===== config.mk =====
export PLATFORM = sky130hd
export DESIGN_NAME = prog_timer
export DESIGN_NICKNAME = d
export VERILOG_FILES = /design/src/rtl/ptimer_pkg.sv /design/src/rtl/ptimer_divider.sv /design/src/rtl/ptimer_rate.sv /design/src/rtl/ptimer_counter.sv /design/src/rtl/prog_timer.sv
export SDC_FILE = /design/constraint.sdc
export NUM_CORES = 1
export LEC_CHECK = 0
export CORE_ASPECT_RATIO = 0.5
export CORE_MARGIN = 1
export CORE_UTILIZATION = 40
export CTS_BUF_LIST = sky130_fd_sc_hd__clkbuf_8 sky130_fd_sc_hd__clkbuf_16
export DETAILED_ROUTE_END_ITERATION = 16
export DONT_BUFFER_PORTS = 1
export PLACE_DENSITY = 0.63
export SLEW_MARGIN = 5
export SYNTH_ARGS = -nofsm -noshare
export SYNTH_HDL_FRONTEND = slang
export SYNTH_SLANG_ARGS = --single-unit

===== constraint.sdc =====
create_clock -name clk_i -period 2.75 [get_ports clk_i]
set_clock_uncertainty 0.1 [all_clocks]
set_input_delay 0.4125 -clock clk_i [delete_from_list [all_inputs] [get_ports clk_i]]
set_output_delay 0.4125 -clock clk_i [all_outputs]
set_load 0.05 [all_outputs]

===== src/rtl/ptimer_pkg.sv =====
package ptimer_pkg;

    localparam int unsigned DIV_W  = 16;
    localparam int unsigned DATA_W = 8;
    localparam int unsigned ADDR_W = 2;
    localparam int unsigned N_RATE = 4;

    typedef enum logic [ADDR_W-1:0] {
        SEL_DIV = 2'd0,
        SEL_CNT = 2'd1,
        SEL_MOD = 2'd2,
        SEL_CTL = 2'd3
    } reg_sel_e;

    typedef struct packed {
        logic       run;
        logic [1:0] rate;
    } ctl_t;

    localparam int unsigned CTL_W = $bits(ctl_t);

    // log2 of the counter period, in enabled ticks, for each rate code
    function automatic int unsigned rate_log2(input int unsigned code);
        case (code)
            0:       return 10;
            1:       return 4;
            2:       return 6;
            default: return 8;
        endcase
    endfunction

endpackage


===== src/rtl/ptimer_divider.sv =====
module ptimer_divider #(
    parameter int unsigned DIV_W = ptimer_pkg::DIV_W
) (
    input  logic             clk_i,
    input  logic             rst_i,
    input  logic             tick_i,
    input  logic             clr_i,
    output logic [DIV_W-1:0] div_o
);

    logic [DIV_W-1:0] div_q;

    always_ff @(posedge clk_i) begin
        if (rst_i || clr_i) begin
            div_q <= '0;
        end else if (tick_i) begin
            div_q <= div_q + DIV_W'(1);
        end
    end

    assign div_o = div_q;

    p_div_clear_r3: assert property (@(posedge clk_i) disable iff (rst_i)
        clr_i |=> (div_q == '0));

    p_div_step_r2: assert property (@(posedge clk_i) disable iff (rst_i)
        (tick_i && !clr_i) |=> (div_q == $past(div_q) + DIV_W'(1)));

    p_div_hold_r2: assert property (@(posedge clk_i) disable iff (rst_i)
        (!tick_i && !clr_i) |=> $stable(div_q));

endmodule


===== src/rtl/ptimer_rate.sv =====
module ptimer_rate #(
    parameter int unsigned DIV_W  = ptimer_pkg::DIV_W,
    parameter int unsigned N_RATE = ptimer_pkg::N_RATE
) (
    input  logic                      clk_i,
    input  logic                      rst_i,
    input  logic [DIV_W-1:0]          div_i,
    input  logic                      tick_i,
    input  logic                      clr_i,
    input  logic                      run_i,
    input  logic [$clog2(N_RATE)-1:0] rate_i,
    output logic                      inc_o
);

    logic [N_RATE-1:0] at_end;

    // one period detector per rate code: low bits all ones means the
    // next tick completes a period
    for (genvar g = 0; g < N_RATE; g++) begin : g_tap
        localparam int unsigned LOG2 = ptimer_pkg::rate_log2(g);
        assign at_end[g] = &div_i[LOG2-1:0];
    end

    assign inc_o = tick_i && run_i && !clr_i && at_end[rate_i];

    // every period is a multiple of 16 ticks
    p_inc_aligned_r5: assert property (@(posedge clk_i) disable iff (rst_i)
        inc_o |-> (div_i[3:0] == 4'hF));

endmodule


===== src/rtl/ptimer_counter.sv =====
module ptimer_counter #(
    parameter int unsigned DATA_W = ptimer_pkg::DATA_W
) (
    input  logic              clk_i,
    input  logic              rst_i,
    input  logic              inc_i,
    input  logic              wr_cnt_i,
    input  logic              wr_mod_i,
    input  logic              wr_ctl_i,
    input  logic [DATA_W-1:0] wdata_i,
    output logic [DATA_W-1:0] cnt_o,
    output logic [DATA_W-1:0] mod_o,
    output ptimer_pkg::ctl_t  ctl_o,
    output logic              irq_o
);

    import ptimer_pkg::*;

    logic [DATA_W-1:0] cnt_q;
    logic [DATA_W-1:0] mod_q;
    ctl_t              ctl_q;
    logic              irq_q;

    always_ff @(posedge clk_i) begin
        if (rst_i) begin
            cnt_q <= '0;
            mod_q <= '0;
            ctl_q <= '0;
            irq_q <= 1'b0;
        end else begin
            irq_q <= 1'b0;
            if (wr_cnt_i) begin
                cnt_q <= wdata_i;
            end else if (inc_i) begin
                if (cnt_q == '1) begin
                    cnt_q <= mod_q;
                    irq_q <= 1'b1;
                end else begin
                    cnt_q <= cnt_q + DATA_W'(1);
                end
            end
            if (wr_mod_i) mod_q <= wdata_i;
            if (wr_ctl_i) ctl_q <= ctl_t'(wdata_i[CTL_W-1:0]);
        end
    end

    assign cnt_o = cnt_q;
    assign mod_o = mod_q;
    assign ctl_o = ctl_q;
    assign irq_o = irq_q;

    p_hold_disabled_r4: assert property (@(posedge clk_i) disable iff (rst_i)
        (!ctl_q.run && !wr_cnt_i) |=> $stable(cnt_q));

    p_reload_r6: assert property (@(posedge clk_i) disable iff (rst_i)
        irq_q |-> (cnt_q == $past(mod_q)));

    p_irq_pulse_r7: assert property (@(posedge clk_i) disable iff (rst_i)
        irq_q |=> !irq_q);

    p_wr_wins_r8: assert property (@(posedge clk_i) disable iff (rst_i)
        wr_cnt_i |=> ((cnt_q == $past(wdata_i)) && !irq_q));

endmodule


===== src/rtl/prog_timer.sv =====
module prog_timer #(
    parameter int unsigned DIV_W  = ptimer_pkg::DIV_W,
    parameter int unsigned DATA_W = ptimer_pkg::DATA_W,
    parameter int unsigned ADDR_W = ptimer_pkg::ADDR_W
) (
    input  logic              clk_i,
    input  logic              rst_i,
    input  logic              tick_en_i,
    input  logic              wr_en_i,
    input  logic [ADDR_W-1:0] addr_i,
    input  logic [DATA_W-1:0] wdata_i,
    output logic [DATA_W-1:0] rdata_o,
    output logic              irq_o
);

    import ptimer_pkg::*;

    reg_sel_e          sel;
    logic              wr_div, wr_cnt, wr_mod, wr_ctl;
    logic [DIV_W-1:0]  div;
    logic              inc;
    logic [DATA_W-1:0] cnt, modv;
    ctl_t              ctl;

    assign sel    = reg_sel_e'(addr_i);
    assign wr_div = wr_en_i && (sel == SEL_DIV);
    assign wr_cnt = wr_en_i && (sel == SEL_CNT);
    assign wr_mod = wr_en_i && (sel == SEL_MOD);
    assign wr_ctl = wr_en_i && (sel == SEL_CTL);

    ptimer_divider #(.DIV_W(DIV_W)) u_div (
        .clk_i  (clk_i),
        .rst_i  (rst_i),
        .tick_i (tick_en_i),
        .clr_i  (wr_div),
        .div_o  (div)
    );

    ptimer_rate #(.DIV_W(DIV_W), .N_RATE(N_RATE)) u_rate (
        .clk_i  (clk_i),
        .rst_i  (rst_i),
        .div_i  (div),
        .tick_i (tick_en_i),
        .clr_i  (wr_div),
        .run_i  (ctl.run),
        .rate_i (ctl.rate),
        .inc_o  (inc)
    );

    ptimer_counter #(.DATA_W(DATA_W)) u_cnt (
        .clk_i    (clk_i),
        .rst_i    (rst_i),
        .inc_i    (inc),
        .wr_cnt_i (wr_cnt),
        .wr_mod_i (wr_mod),
        .wr_ctl_i (wr_ctl),
        .wdata_i  (wdata_i),
        .cnt_o    (cnt),
        .mod_o    (modv),
        .ctl_o    (ctl),
        .irq_o    (irq_o)
    );

    always_comb begin
        case (sel)
            SEL_DIV: rdata_o = div[DIV_W-1 -: DATA_W];
            SEL_CNT: rdata_o = cnt;
            SEL_MOD: rdata_o = modv;
            default: rdata_o = DATA_W'(ctl);
        endcase
    end

endmodule


Word level (Yosys, flattened, before mapping):

Index checks and enable logic that the tools add are counted.

* add/sub/neg operators: 2
* order comparisons: 1
* eq/ne operators: 4
* mux-type cells: 7
* bitwise logic cells: 1
* reduce and logical (&&, ||, !) cells: 16

Operators by type and width (count)
* two-way mux 8 bit: 3
* one-hot mux 8 bit (3 select lines): 1
* adder 16 x 1 -> 16 bit (second input constant): 1
* AND reduction 10 bit: 1
* adder 8 x 1 -> 8 bit (second input constant): 1
* == test 8 bit (second input constant): 1
* AND reduction 8 bit: 1
* logical AND 1 bit: 7
* AND reduction 6 bit: 1
* == test 2 bit (second input constant): 2
* AND reduction 4 bit: 1
* < comparator 2 x 3 -> 1 bit (second input constant): 1
* OR reduction 3 bit: 1
* binary-select mux 1 bit (select 2 bit): 1
* == test 2 x 1 -> 1 bit (second input constant): 1
* zero test 2 bit: 1
* two-way mux 1 bit: 2
* nonzero test 2 bit: 1
* zero test 1 bit: 1
* logical OR 1 bit: 1
* inverter 1 bit: 1

* flip-flop bits (word level): 36
* bits of input ports: 14

Depth between registers and ports, before layout:

Gate-level depths: netlist (run 1).

* depth in word-level cells: 7
* gate-level depth with buffers: 8
* depth with buffers taken out: 6

Hierarchy:

A second synthesis (run 1) with hierarchy kept.

* cells, all modules: 222
* area, all modules: 1945.6 µm²

Modules (own cells, without submodules)
* ptimer_counter: instances 1, cells each 111, area each 948.4 µm², sequential area each 400.4 µm²
* ptimer_divider: instances 1, cells each 81, area each 716.9 µm², sequential area each 320.3 µm²
* prog_timer: instances 1, cells each 21, area each 226.5 µm², sequential area each 0.0 µm²
* ptimer_rate: instances 1, cells each 9, area each 53.8 µm², sequential area each 0.0 µm²

Worst setup path after synthesis (run 1):

No wires, ideal clock.

* path type: in2out
* start point: in addr_i[1]
* end point: out rdata_o[3]
* data arrival time: 1837 ps
* path slack: 401 ps
* stages: 3
* path buffers: 1
* cell sequence: buf_2 -> mux2i_1 -> o21ai_0

* cells in the longest elaborated chain, start to end: 2

Ends and longest elaborated chain
* start, declared: RTL line prog_timer.sv:10 `input logic [ADDR_W-1:0] addr_i,`
* == test 2 bit (tied with other cells): RTL line prog_timer.sv:65 `case (sel)`
* one-hot mux 8 bit (3 select lines) *: RTL line prog_timer.sv:65
* end, declared: RTL line prog_timer.sv:12 `output logic [DATA_W-1:0] rdata_o,`

Mark *: on every way between the ends. The rest lies on a longest branch, timed or not.

Worst setup path after layout (run 1):

* start point: reg u_cnt.cnt_q[0] (netlist: u_cnt.cnt_o[0])
* end point: reg u_cnt.cnt_q[1] (netlist: u_cnt.cnt_o[1])

* cells in the longest elaborated chain, start to end: 4

Ends and longest elaborated chain
* start, declared: RTL line ptimer_counter.sv:19 `logic [DATA_W-1:0] cnt_q;`
* start signal, assigned: RTL line ptimer_counter.sv:33 `cnt_q <= wdata_i;`
* start signal, assigned: RTL line ptimer_counter.sv:36 `cnt_q <= mod_q;`
* start signal, assigned: RTL line ptimer_counter.sv:39 `cnt_q <= cnt_q + DATA_W'(1);`
* adder 8 x 1 -> 8 bit / == test 8 bit (equally long branches): RTL line ptimer_counter.sv:39, ptimer_counter.sv:35
* two-way mux 8 bit *: RTL line ptimer_counter.sv:35 `if (cnt_q == '1) begin`
* two-way mux 8 bit *: RTL line ptimer_counter.sv:34 `end else if (inc_i) begin`
* two-way mux 8 bit *: RTL line ptimer_counter.sv:32 `if (wr_cnt_i) begin`

Mark *: on every way between the ends. The rest lies on a longest branch, timed or not. The select of a mux whose other input is x is not followed.
A chain may end at the register's enable or synchronous reset.

==> results of run 1 <==
layout make-up:
| type | count | share of cell area, % |
|---|---|---|
| flip-flops and latches | 36 | 33.7 |
| repair buffers | 6 | 2.11 |
| clock buffers | 7 | 4.51 |
| multi-input cells | 169 | 54.1 |
| clock inverters | 1 | 1.40 |
| well taps | 66 | 3.86 |
| inverters | 2 | 0.351 |
metrics by stage:
stage | instances | setup WS (ps) | hold WS, ps | util (%)
floorplan | 221 | 401 | 373 | -
global placement | 279 | 734 | 383 | 44.2
detailed placement | 279 | 699 | 384 | 44.2
CTS | 287 | 677 | 74.8 | 47.0
global route | 287 | 557 | 69.2 | 47.0
finish | 287 | 629 | 87.6 | 47.0
layout by cell type, fill, tap and decap left out, drive strengths merged, types with 2 or more instances in the layout:
| cell type | n |
|---|---|
| buf | 6 |
| dfxtp | 36 |
| or2 | 2 |
| clkbuf | 7 |
| xor2 | 12 |
| a311oi | 2 |
| xnor2 | 4 |
| nand4 | 10 |
| o21ai | 10 |
| a21oi | 4 |
| nor2b | 2 |
| nor2 | 34 |
| and3 | 6 |
| nand2 | 19 |
| nor3 | 2 |
| o211ai | 2 |
| nor4 | 3 |
| mux2i | 18 |
| a311o | 2 |
| inv | 2 |
| nor3b | 2 |
| mux4 | 3 |
| and4 | 4 |
| nand3 | 13 |
| a31oi | 2 |
| ha | 2 |
layer usage:
| layer | share of wire (%) | wire (µm) | vias to the layer above |
|---|---|---|---|
| met4 | 0.57 | 25 | 0 |
| met2 | 44 | 1940 | 60 |
| li1 | - | - | 788 |
| met1 | 48 | 2090 | 767 |
| met3 | 7.7 | 338 | 4 |
| met5 | 0 | 0 | - |
cells in the mapped netlist, types with 2 or more instances:
master / n / area (µm²)
sky130_fd_sc_hd__a21oi_1: 4 / 20.0
sky130_fd_sc_hd__inv_1: 2 / 7.51
sky130_fd_sc_hd__mux4_2: 3 / 67.6
sky130_fd_sc_hd__nand3_1: 13 / 65.1
sky130_fd_sc_hd__nand4_1: 10 / 62.6
sky130_fd_sc_hd__a311oi_2: 2 / 30.0
sky130_fd_sc_hd__a31oi_1: 2 / 12.5
sky130_fd_sc_hd__nor4_1: 3 / 18.8
sky130_fd_sc_hd__and3_1: 4 / 25.0
sky130_fd_sc_hd__xor2_1: 12 / 105
sky130_fd_sc_hd__nor3b_1: 2 / 15.0
sky130_fd_sc_hd__xnor2_1: 4 / 35.0
sky130_fd_sc_hd__clkbuf_1: 9 / 33.8
sky130_fd_sc_hd__buf_2: 2 / 10.0
sky130_fd_sc_hd__dfxtp_1: 36 / 721
sky130_fd_sc_hd__ha_1: 2 / 25.0
sky130_fd_sc_hd__a311o_1: 2 / 20.0
sky130_fd_sc_hd__nand2_1: 19 / 71.3
sky130_fd_sc_hd__buf_4: 2 / 15.0
sky130_fd_sc_hd__mux2i_1: 18 / 180
sky130_fd_sc_hd__nor2_1: 34 / 128
sky130_fd_sc_hd__and4_1: 2 / 17.5
sky130_fd_sc_hd__o21ai_0: 10 / 50.1
state kept, by name, indices dropped and copies added (netlist names):
| register | count |
|---|---|
| u_div.div_o | 16 |
| u_cnt.irq_o | 1 |
| u_cnt.cnt_o | 8 |
| u_cnt.ctl_o | 3 |
| u_cnt.mod_o | 8 |
worst max-delay path, delay by kind of cell, from the launching register on:
family | cells | cell delay [ps]
flops | 1 | 500
mux | 1 | 300
fa+ha+maj | 1 | 380
compound gates | 1 | 80
simple gates | 3 | 640
logic make-up after synthesis:
logic type	after synthesis	share of synthesized area (%)
buffers and inverters	16	4.40
and+or+nand+nor	100	26.1
muxes	22	13.2
AOI/OAI and AO/OA	29	11.2
DFF	36	36.7
xor gates and xnor gates	16	7.14
adders and majority gates	2	1.27
power by group:
group          internal (mW)  leakage [nW]  switching (mW)
clock network          0.320        0.0645           0.185
logic                 0.0335         0.473          0.0427
registers              0.534         0.292          0.0177
worst paths after layout:
check	startpoint	end
setup / recovery	u_cnt.cnt_o[0]$_SDFFE_PP0P_	u_cnt.cnt_o[1]$_SDFFE_PP0P_
hold / removal	rst_i	u_cnt.cnt_o[3]$_SDFFE_PP0P_
setup reg to reg	u_cnt.cnt_o[0]$_SDFFE_PP0P_	u_cnt.cnt_o[1]$_SDFFE_PP0P_
hold reg to reg	u_cnt.mod_o[1]$_SDFFE_PP0P_	u_cnt.mod_o[1]$_SDFFE_PP0P_
==> reports/qor.json, run 1 <==
{
  "outcome": {"value": "finished clean"},
  "synth_cells": {"value": 221},
  "static_leakage_power": {"value": 0.829, "unit": "nW"},
  "layout.nets": {"value": 236},
  "synth_sequential_area_ratio": {"value": 36.7, "unit": "%"},
  "initial_core_util": {"value": 43.1, "unit": "%"},
  "cts_hold_repair.buffers": {"value": 0},
  "pwr_density_cell": {"value": 530, "unit": "mW/mm²"},
  "worst_pin_slew": {"value": 594, "unit": "ps"},
  "synth.net_count": {"value": 237},
  "final-setup-viol-count": {"value": 0},
  "crit_path_cell_trace": {"value": "ha_1 > nand3_1 > or2_1 > mux2_2 > nand4_1 > o211ai_1"},
  "timing.max_cap.violations": {"value": 0},
  "ff_latch_area": {"value": 721, "unit": "µm²"},
  "via_per_inst": {"value": 5.64},
  "busiest_layer": {"value": "met2"},
  "grt_max_degree": {"value": 19},
  "ant_nets": {"value": 0},
  "wl_cell": {"value": 15.3, "unit": "µm"},
  "synth-seq-cells": {"value": 36},
  "accumulated_negative_setup_slack": {"value": 0, "unit": "ps"},
  "cts.repair_timing.setup_buffer_count": {"value": 0},
  "tritoncts": {"value": "built"},
  "post_cts.resized_instances": {"value": 0},
  "worst_ep_arrival_time": {"value": 2190, "unit": "ps"},
  "ffs_w_async_s_r_synth": {"value": 0, "unit": "%"},
  "htreeDepth": {"value": 2},
  "design.core.area": {"value": 0.00455, "unit": "mm²"},
  "worst_setup_path_start_kind": {"value": "flip-flop"},
  "clock_root_buffer_master": {"value": "sky130_fd_sc_hd__clkbuf_8"},
  "placement.io_buffers": {"value": 0},
  "placed_area": {"value": 0.00201, "unit": "mm²"},
  "grt_pass1_vias": {"value": 1524},
  "cts-root-to-sink-buffers": {"value": 2},
  "die-width": {"value": 101, "unit": "µm"},
  "final-max-slew-violation-count": {"value": 0},
  "die_height": {"value": 51.5, "unit": "µm"},
  "layout-area-overhead-vs-synth": {"value": 8.92, "unit": "%"},
  "max_freq": {"value": 472, "unit": "MHz"},
  "gp_congestion": {"value": 0.873},
  "gr-usage-met3": {"value": 5.24, "unit": "%"},
  "whs_path_depth": {"value": 1},
  "min_period": {"value": 2120, "unit": "ps"},
  "worst-setup-path-type": {"value": "flip-flop to flip-flop"},
  "global_route.usage.total": {"value": 18.3, "unit": "%"},
  "cp.required": {"value": 2820, "unit": "ps"},
  "reg2reg_depth": {"value": 6},
  "path_max_fanout": {"value": 7},
  "vias": {"value": 1619},
  "holdCritPathClass": {"value": "primary input to flip-flop"},
  "most_used_dff_post_synth": {"value": "sky130_fd_sc_hd__dfxtp_1"},
  "yosys_warnings": {"value": 0},
  "hpwl": {"value": 3.18, "unit": "mm"},
  "cts_buffers": {"value": 5},
  "worst_ir_drop_vdd": {"value": 0.193, "unit": "mV"},
  "r2r_setup_slack": {"value": 630, "unit": "ps"},
  "top_level_ports": {"value": 23},
  "synth_enable_flop_cells": {"value": 0},
  "gr-usage-met2": {"value": 29.5, "unit": "%"},
  "unrepaired_setup_endpoints_after_global_routing": {"value": "no"},
  "rows": {"value": 17},
  "antenna_found_initial": {"value": 0},
  "overall_routed_net_length": {"value": 4.39, "unit": "mm"},
  "mean_instance_size_in_the_synthesized_netlist": {"value": 8.88, "unit": "µm²"},
  "final_period_util": {"value": 77.1, "unit": "%"},
  "synth.cell_area": {"value": 0.00196, "unit": "mm²"},
  "max-slew-margin-rel": {"value": 60.3, "unit": "%"},
  "crit_path_top_delay_cell": {"value": "sky130_fd_sc_hd__dfxtp_1"},
  "insertion_delay": {"value": 280, "unit": "ps"},
  "diodes": {"value": 0},
  "worst_setup_hold_path_clk_slew": {"value": 70, "unit": "ps"},
  "type_of_element_capturing_the_critical_path": {"value": "flip-flop"},
  "critPathMaxStageDelay": {"value": 500, "unit": "ps"},
  "groute.layer.met1.usage": {"value": 24.5, "unit": "%"},
  "totalPowerFinal": {"value": 1.13, "unit": "mW"},
  "fillerInstances": {"value": 453},
  "grt_first_pass_wirelength": {"value": 7.33, "unit": "mm"},
  "synthDistinctLibCells": {"value": 47},
  "drt-initial-drc-count": {"value": 80},
  "drcViolationCount": {"value": 0},
  "clock_sinks": {"value": 36},
  "die_area": {"value": 0.00521, "unit": "mm²"},
  "global_route.overflow_total": {"value": 0},
  "drt_pass1_iterations": {"value": 4},
  "final_cell_area": {"value": 0.00214, "unit": "mm²"},
  "drive_above_1_share": {"value": 13.1, "unit": "%"},
  "timing_hold_violations_final": {"value": 0},
  "multi_input_comb_area": {"value": 0.00116, "unit": "mm²"}
}
No activity file was read; power rests on OpenSTA's default activity.
==> run 2, diff against run 1 <==
--- a/config.mk
+++ b/config.mk
@@ -5,6 +5,7 @@
 export SDC_FILE = /design/constraint.sdc
 export NUM_CORES = 1
 export LEC_CHECK = 0
+export ABC_AREA = 1
 export CORE_ASPECT_RATIO = 0.5
 export CORE_MARGIN = 1
 export CORE_UTILIZATION = 40
==> constraint.sdc (replaced) <==
create_clock -name clk_i -period 2.05 [get_ports clk_i]
set_clock_uncertainty 0.1 [all_clocks]
set_input_delay 0.3075 -clock clk_i [delete_from_list [all_inputs] [get_ports clk_i]]
set_output_delay 0.3075 -clock clk_i [all_outputs]
set_load 0.05 [all_outputs]
==> run 2 against run 1 <==
Net effect: combinational power grew 84%; cell count grew 29%; global-route usage grew 1.8 points; sequential power grew 33%; utilization grew 1.4 points; non-clock buffer count grew 7; critical endpoint is now u_cnt.cnt_o[4]$_SDFFE_PP0P_; highest routed layer unchanged.
==> reports/qor.json, run 2 <==
{
  "outcome": {"value": "finished clean"},
  "path_max_fanout": {"value": 9},
  "area_contributors_post_synth": {"value": "sky130_fd_sc_hd__dfxtp_1, sky130_fd_sc_hd__nand2_1, sky130_fd_sc_hd__inv_1"},
  "clock_sinks": {"value": 36},
  "timing_hold_violations_final": {"value": 0},
  "cts_buffers": {"value": 5},
  "synth_sequential_area_ratio": {"value": 36.6, "unit": "%"},
  "worst_ep_arrival_time": {"value": 1920, "unit": "ps"},
  "post_cts.resized_instances": {"value": 0},
  "rows": {"value": 17},
  "r2r_start": {"value": "u_div.div_o[1]$_SDFFE_PP0P_"},
  "most_used_dff_post_synth": {"value": "sky130_fd_sc_hd__dfxtp_1"},
  "synth_enable_flop_cells": {"value": 0},
  "final-setup-viol-count": {"value": 0},
  "worst_r2r_endpoint": {"value": "u_cnt.cnt_o[4]$_SDFFE_PP0P_"},
  "design.core.area": {"value": 0.00455, "unit": "mm²"},
  "placement.io_buffers": {"value": 0},
  "synth_cells": {"value": 289},
  "cts.repair_timing.setup_buffer_count": {"value": 0},
  "yosys.area_share.xor_xnor": {"value": 1.78, "unit": "%"},
  "grt_first_pass_wirelength": {"value": 8.08, "unit": "mm"},
  "layout.cells.most_common_list": {"value": "sky130_fd_sc_hd__nand2_1, sky130_fd_sc_hd__dfxtp_1, sky130_fd_sc_hd__inv_1, sky130_fd_sc_hd__a21oi_1, sky130_fd_sc_hd__nand3_1"},
  "r2r_setup_slack": {"value": 230, "unit": "ps"},
  "crit_path_cell_trace": {"value": "ha_1 > nand2_1 > nor2_1 > nand3_1 > a21oi_2 > nand2_4 > nand2_4 > nand2_1 > nor2_1 > nor2_1"},
  "antenna_found_initial": {"value": 0},
  "synth.net_count": {"value": 305},
  "wl_cell": {"value": 13.0, "unit": "µm"},
  "max_freq": {"value": 548, "unit": "MHz"},
  "whs_path_depth": {"value": 2},
  "diodes": {"value": 0},
  "top_level_ports": {"value": 23},
  "pwr_density_cell": {"value": 611, "unit": "mW/mm²"},
  "synth_adder_area_share": {"value": 1.27, "unit": "%"},
  "hp-start": {"value": "tick_en_i"},
  "die_height": {"value": 51.6, "unit": "µm"},
  "grt_max_degree": {"value": 16},
  "htreeDepth": {"value": 2},
  "timing.critical_path.buf_inv": {"value": 0},
  "post_synth_and_or_nand_nor_area_fraction": {"value": 33.3, "unit": "%"},
  "most_frequent_standard_cell_in_the_layout_excluding_fill_and_tap_cells": {"value": "sky130_fd_sc_hd__nand2_1"},
  "ffs_w_async_s_r_synth": {"value": 0, "unit": "%"},
  "static_leakage_power": {"value": 0.864, "unit": "nW"},
  "crit_path_frequent_cell": {"value": "sky130_fd_sc_hd__nor2_1"},
  "accumulated_negative_setup_slack": {"value": 0, "unit": "ps"},
  "holdCritPathClass": {"value": "primary input to flip-flop"},
  "worst_ir_drop_vdd": {"value": 0.238, "unit": "mV"},
  "totalPowerFinal": {"value": 1.35, "unit": "mW"},
  "combinational_family_with_the_most_area_after_synthesis": {"value": "simple AND/OR/NAND/NOR gates"},
  "layout-area-overhead-vs-synth": {"value": 12.0, "unit": "%"},
  "die-width": {"value": 101, "unit": "µm"},
  "max-slew-margin-rel": {"value": 68.2, "unit": "%"},
  "drt_pass1_iterations": {"value": 4},
  "ant_nets": {"value": 0},
  "hpwl": {"value": 3.59, "unit": "mm"},
  "layout.nets": {"value": 320},
  "yosys_warnings": {"value": 0},
  "reg2reg_depth": {"value": 10},
  "global_route.overflow_total": {"value": 0},
  "drcViolationCount": {"value": 0},
  "die_area": {"value": 0.00522, "unit": "mm²"},
  "cts-root-to-sink-buffers": {"value": 2},
  "drt-initial-drc-count": {"value": 111},
  "mean_instance_size_in_the_synthesized_netlist": {"value": 6.81, "unit": "µm²"},
  "tritoncts": {"value": "built"},
  "min_period": {"value": 1820, "unit": "ps"},
  "worst_path_dominant_cell_family": {"value": "simple AND/OR/NAND/NOR gates"},
  "overall_routed_net_length": {"value": 4.81, "unit": "mm"},
  "worst-setup-path-type": {"value": "flip-flop to flip-flop"},
  "drive_above_1_share": {"value": 11.5, "unit": "%"},
  "crit_path_top_delay_cell": {"value": "sky130_fd_sc_hd__dfxtp_1"},
  "final_period_util": {"value": 89.0, "unit": "%"},
  "largest_reg_flops": {"value": 16},
  "initial_core_util": {"value": 43.2, "unit": "%"},
  "synth_top_area_share": {"value": 36.6, "unit": "%"},
  "clock_root_buffer_master": {"value": "sky130_fd_sc_hd__clkbuf_8"},
  "synth.area.mux_share": {"value": 0, "unit": "%"},
  "min_delay_worst_endpoint": {"value": "u_div.div_o[1]$_SDFFE_PP0P_"},
  "gp_congestion": {"value": 0.894},
  "unrepaired_setup_endpoints_after_global_routing": {"value": "no"},
  "insertion_delay": {"value": 290, "unit": "ps"},
  "synthDistinctLibCells": {"value": 36},
  "synthTopCellsByCount": {"value": "sky130_fd_sc_hd__nand2_1, sky130_fd_sc_hd__dfxtp_1, sky130_fd_sc_hd__inv_1"},
  "post-synth-top-area-cell": {"value": "sky130_fd_sc_hd__dfxtp_1"},
  "vias": {"value": 1943},
  "synth.most_common_cell": {"value": "sky130_fd_sc_hd__nand2_1"},
  "synth_compound_gate_area_share": {"value": 19.1, "unit": "%"},
  "final-max-slew-violation-count": {"value": 0},
  "via_per_inst": {"value": 5.25},
  "global_route.usage.total": {"value": 20.1, "unit": "%"},
  "worst_pin_slew": {"value": 476, "unit": "ps"},
  "grt_pass1_vias": {"value": 1755},
  "worst_setup_path_start_kind": {"value": "flip-flop"},
  "synth.cell_area": {"value": 0.00197, "unit": "mm²"},
  "cp.required": {"value": 2140, "unit": "ps"},
  "synth-seq-cells": {"value": 36},
  "critPathMaxStageDelay": {"value": 380, "unit": "ps"},
  "timing.max_cap.violations": {"value": 0},
  "cts_hold_repair.buffers": {"value": 1},
  "type_of_element_capturing_the_critical_path": {"value": "flip-flop"},
  "worst_setup_hold_path_clk_slew": {"value": 80, "unit": "ps"}
}
[run 2: cell families (layout without fill, tap and decap cells)]
group | after synthesis | count (layout)
DFF | 36 | 36
AOI/OAI and AO/OA | 64 | 64
xor gates and xnor gates | 4 | 4
and+or+nand+nor | 143 | 143
buffers and inverters | 40 | 55
adders and majority gates | 2 | 2
[run 2: layer usage]
metal,part of all wire (%),track usage (%),up-vias
met1,49,26.0,894
met2,44,34.1,46
met5,0,0,-
li1,-,-,999
met4,0.83,5.07,0
met3,6.1,4.57,4
[run 2: cell type report]
cell class              count  area, µm²
clock inverters             2       8.76
well taps                  66       82.6
repair buffers             13        100
flip-flops and latches     36        721
multi-input cells         213       1090
fillers                   476       2350
inverters                  35        131
clock buffers               5       68.8
[run 2: worst max-delay path by stage]
| stage | startpoint | to | slack, ps | cells after the start |
|---|---|---|---|---|
| after floorplan | addr_i[1] | rdata_o[3] | 160 | 4 |
| after global placement | u_div.div_o[0]$_SDFFE_PP0P_ | u_cnt.cnt_o[4]$_SDFFE_PP0P_ | 230 | 10 |
| after detailed placement | u_div.div_o[1]$_SDFFE_PP0P_ | u_cnt.cnt_o[4]$_SDFFE_PP0P_ | 220 | 10 |
| after CTS | u_div.div_o[0]$_SDFFE_PP0P_ | u_cnt.cnt_o[4]$_SDFFE_PP0P_ | 220 | 10 |
| after global routing | u_div.div_o[0]$_SDFFE_PP0P_ | u_cnt.cnt_o[4]$_SDFFE_PP0P_ | 70 | 10 |
| final | u_div.div_o[1]$_SDFFE_PP0P_ | u_cnt.cnt_o[4]$_SDFFE_PP0P_ | 230 | 10 |
[run 2: power by group]
| group | switching, mW | internal (mW) | leakage [nW] | total [mW] |
|---|---|---|---|---|
| Sequential | 0.0140 | 0.718 | 0.292 | 0.732 |
| Clock | 0.247 | 0.226 | 0.0452 | 0.473 |
| Combinational | 0.0961 | 0.0441 | 0.527 | 0.140 |
| Total | 0.357 | 0.988 | 0.864 | 1.35 |
[run 2: per-stage QoR]
stage / area [µm²] / setup slack [ps] / hold slack, ps / cells / util (%)
floorplan: 1970 / 163 / 339 / 289 / -
global placement: 2120 / 230 / 279 / 362 / 46.5
detailed placement: 2120 / 224 / 280 / 362 / 46.5
CTS: 2200 / 216 / 57.1 / 370 / 48.4
global route: 2200 / 66.1 / 60.8 / 370 / 48.4
finish: 2200 / 226 / 60.9 / 370 / 48.4
==> run 3, diff against run 2 <==
--- a/config.mk
+++ b/config.mk
@@ -5,13 +5,13 @@
 export SDC_FILE = /design/constraint.sdc
 export NUM_CORES = 1
 export LEC_CHECK = 0
-export ABC_AREA = 1
 export CORE_ASPECT_RATIO = 0.5
 export CORE_MARGIN = 1
 export CORE_UTILIZATION = 40
 export CTS_BUF_LIST = sky130_fd_sc_hd__clkbuf_8 sky130_fd_sc_hd__clkbuf_16
 export DETAILED_ROUTE_END_ITERATION = 16
 export DONT_BUFFER_PORTS = 1
+export HOLD_SLACK_MARGIN = 0.08
 export PLACE_DENSITY = 0.63
 export SLEW_MARGIN = 5
 export SYNTH_ARGS = -nofsm -noshare
==> constraint.sdc (replaced) <==
create_clock -name clk_i -period 2.05 [get_ports clk_i]
set_clock_uncertainty 0.1 [all_clocks]
set_input_delay 0.615 -clock clk_i [delete_from_list [all_inputs] [get_ports clk_i]]
set_output_delay 0.615 -clock clk_i [all_outputs]
set_load 0.05 [all_outputs]
==> run 3 against run 2 <==
Net effect: clock power increased by 47%; maximum frequency decreased by 9.5%; largest power group unchanged; critical endpoint is now rdata_o[1]; die area decreased by 0.19%.
==> reports/qor.json, run 3 (same netlist as run 1, synthesis figures left out) <==
{
  "cts_buffers": {"value": 5},
  "totalPowerFinal": {"value": 1.54, "unit": "mW"},
  "overall_routed_net_length": {"value": 4.46, "unit": "mm"},
  "drt-initial-drc-count": {"value": 41},
  "critPathMaxStageDelay": {"value": 650, "unit": "ps"},
  "drt_pass1_iterations": {"value": 4},
  "die-width": {"value": 101, "unit": "µm"},
  "cts_hold_repair.buffers": {"value": 0},
  "grt_pass1_vias": {"value": 1539},
  "worst_path_dominant_cell_family": {"value": "multiplexers"},
  "hpwl": {"value": 3.22, "unit": "mm"},
  "cts.repair_timing.setup_buffer_count": {"value": 0},
  "pre_cts_slack": {"value": 71.8, "unit": "ps"},
  "rows": {"value": 17},
  "fillerInstances": {"value": 450},
  "global_route.overflow_total": {"value": 0},
  "die_height": {"value": 51.5, "unit": "µm"},
  "post_cts.resized_instances": {"value": 1},
  "placed_area": {"value": 0.00208, "unit": "mm²"},
  "cp.required": {"value": 1330, "unit": "ps"},
  "pwr_density_cell": {"value": 695, "unit": "mW/mm²"},
  "pwr-share-clk": {"value": 45.1, "unit": "%"},
  "max_freq": {"value": 496, "unit": "MHz"},
  "htreeDepth": {"value": 2},
  "placement.io_buffers": {"value": 0},
  "timing_hold_violations_final": {"value": 0},
  "grt_max_degree": {"value": 19},
  "power.sequential.fraction": {"value": 48.1, "unit": "%"},
  "post-route-worst-setup-slack": {"value": 34.8, "unit": "ps"},
  "hold_slack": {"value": 278, "unit": "ps"},
  "top_level_ports": {"value": 23},
  "drcViolationCount": {"value": 0},
  "insertion_delay": {"value": 300, "unit": "ps"},
  "layout.cells.most_common_list": {"value": "sky130_fd_sc_hd__nor2_1, sky130_fd_sc_hd__dfxtp_1, sky130_fd_sc_hd__nand2_1, sky130_fd_sc_hd__mux2i_1"},
  "ant_nets": {"value": 0},
  "path_max_fanout": {"value": 5},
  "worst_pin_slew": {"value": 474, "unit": "ps"},
  "holdCritPathClass": {"value": "primary input to flip-flop"},
  "die_area": {"value": 0.00521, "unit": "mm²"},
  "number_of_placed_instances_with_taps_included": {"value": 286},
  "unrepaired_setup_endpoints_after_global_routing": {"value": "no"},
  "wl_cell": {"value": 15.2, "unit": "µm"},
  "max-slew-margin-rel": {"value": 68.3, "unit": "%"},
  "diodes": {"value": 0},
  "worst-setup-path-type": {"value": "flip-flop to output port"},
  "largest_reg_flops": {"value": 16},
  "static_leakage_power": {"value": 0.876, "unit": "nW"},
  "min_period": {"value": 2020, "unit": "ps"},
  "gr-usage-met2": {"value": 30.7, "unit": "%"},
  "vias": {"value": 1591},
  "final-setup-viol-count": {"value": 0},
  "internal_power": {"value": 1.19, "unit": "mW"},
  "worst_ir_drop_vdd": {"value": 0.244, "unit": "mV"},
  "p_sw": {"value": 0.346, "unit": "mW"},
  "crit_path_cell_trace": {"value": "mux4_2"},
  "most_frequent_standard_cell_in_the_layout_excluding_fill_and_tap_cells": {"value": "sky130_fd_sc_hd__nor2_1"},
  "outcome": {"value": "finished clean"},
  "design.core.area": {"value": 0.00455, "unit": "mm²"},
  "netSwitchingFraction": {"value": 22.4, "unit": "%"},
  "final_cell_area": {"value": 0.00221, "unit": "mm²"},
  "global_route.usage.total": {"value": 19.0, "unit": "%"},
  "clock_root_buffer_master": {"value": "sky130_fd_sc_hd__clkbuf_8"},
  "clock_sinks": {"value": 36},
  "worst_ep_arrival_time": {"value": 1300, "unit": "ps"},
  "tritoncts": {"value": "built"},
  "initial_core_util": {"value": 43.1, "unit": "%"},
  "drive_above_1_share": {"value": 19.7, "unit": "%"},
  "accumulated_negative_setup_slack": {"value": 0, "unit": "ps"},
  "timing.max_cap.violations": {"value": 0},
  "crit_path_top_delay_cell": {"value": "sky130_fd_sc_hd__mux4_2"},
  "grt_first_pass_wirelength": {"value": 7.47, "unit": "mm"},
  "layout.core_utilization": {"value": 48.7, "unit": "%"},
  "final_period_util": {"value": 98.3, "unit": "%"},
  "layout-area-overhead-vs-synth": {"value": 12.8, "unit": "%"},
  "gp_congestion": {"value": 0.827},
  "cts-root-to-sink-buffers": {"value": 2},
  "worst_setup_hold_path_clk_slew": {"value": 80, "unit": "ps"},
  "busiest_layer": {"value": "met2"},
  "finalNonFillerCells": {"value": 294},
  "type_of_element_capturing_the_critical_path": {"value": "output port"},
  "groute.layer.met1.usage": {"value": 24.9, "unit": "%"},
  "antenna_found_initial": {"value": 0},
  "layout.nets": {"value": 243},
  "power.share.combinational": {"value": 6.9, "unit": "%"},
  "final-max-slew-violation-count": {"value": 0},
  "worst_setup_path_start_kind": {"value": "flip-flop"},
  "gr-usage-met3": {"value": 5.91, "unit": "%"},
  "via_per_inst": {"value": 5.41},
  "timing.critical_path.buf_inv": {"value": 0}
}
==> run 3: cell types whose count changed in the layout (fill, tap and decap cells not counted), moves of 5 or more <==
| cell | previous run | this run |
|---|---|---|
| sky130_fd_sc_hd__nand2_1 | 73 | 19 |
| sky130_fd_sc_hd__nor2_1 | 21 | 34 |
| sky130_fd_sc_hd__xor2_1 | 2 | 12 |
| sky130_fd_sc_hd__o21ai_2 | 0 | 5 |
| sky130_fd_sc_hd__nand3_1 | 22 | 13 |
| sky130_fd_sc_hd__nand4_1 | 5 | 10 |
| sky130_fd_sc_hd__o21ai_0 | 17 | 5 |
| sky130_fd_sc_hd__mux2i_1 | 0 | 18 |
| sky130_fd_sc_hd__o221ai_1 | 5 | 0 |
| sky130_fd_sc_hd__nor2_2 | 6 | 0 |
| sky130_fd_sc_hd__nor3_1 | 6 | 1 |
| sky130_fd_sc_hd__inv_1 | 35 | 2 |
| sky130_fd_sc_hd__a21oi_1 | 23 | 4 |
==> run 3: final cells by class <==
class                      count  area (µm²)  area share [%]
multi-input combinational    169        1170            53.1
sequential                    36         726            32.8
timing repair buffer          13        97.6            4.41
clock buffer                   7        96.3            4.35
tap                           66        82.6            3.73
clock inverter                 1        30.0            1.36
inverter                       2        7.51           0.339
==> run 3: path summary, 6_finish.rpt <==
check                                from  slack, ps                            to  cells after the start
max reg2reg   u_div.div_o[0]$_SDFFE_PP0P_        160   u_cnt.cnt_o[2]$_SDFFE_PP0P_                      6
min                                 rst_i        280   u_cnt.mod_o[3]$_SDFFE_PP0P_                      1
max           u_cnt.ctl_o[1]$_SDFFE_PP0P_         30                    rdata_o[1]                      1
min reg2reg  u_div.div_o[15]$_SDFFE_PP0P_        420  u_div.div_o[15]$_SDFFE_PP0P_                      2
==> run 3: power groups by stage <==
stage	Sequential [mW]	Clock [mW]	Combinational (mW)
3_5_place_dp	0.755	0	0.106
5_1_grt	0.743	0.736	0.116
6_report	0.740	0.694	0.106
3_3_place_gp	0.755	0	0.104
2_1_floorplan	0.745	0	0.108
4_1_cts	0.739	0.706	0.106
==> run 3: routing by layer <==
metal / share of wire [%] / up-vias / wire, µm
met4: 1.1 / 0 / 50
met5: 0 / - / 0
met3: 5.2 / 9 / 230
li1: - / 801 / -
met2: 45 / 34 / 2000
met1: 49 / 747 / 2170
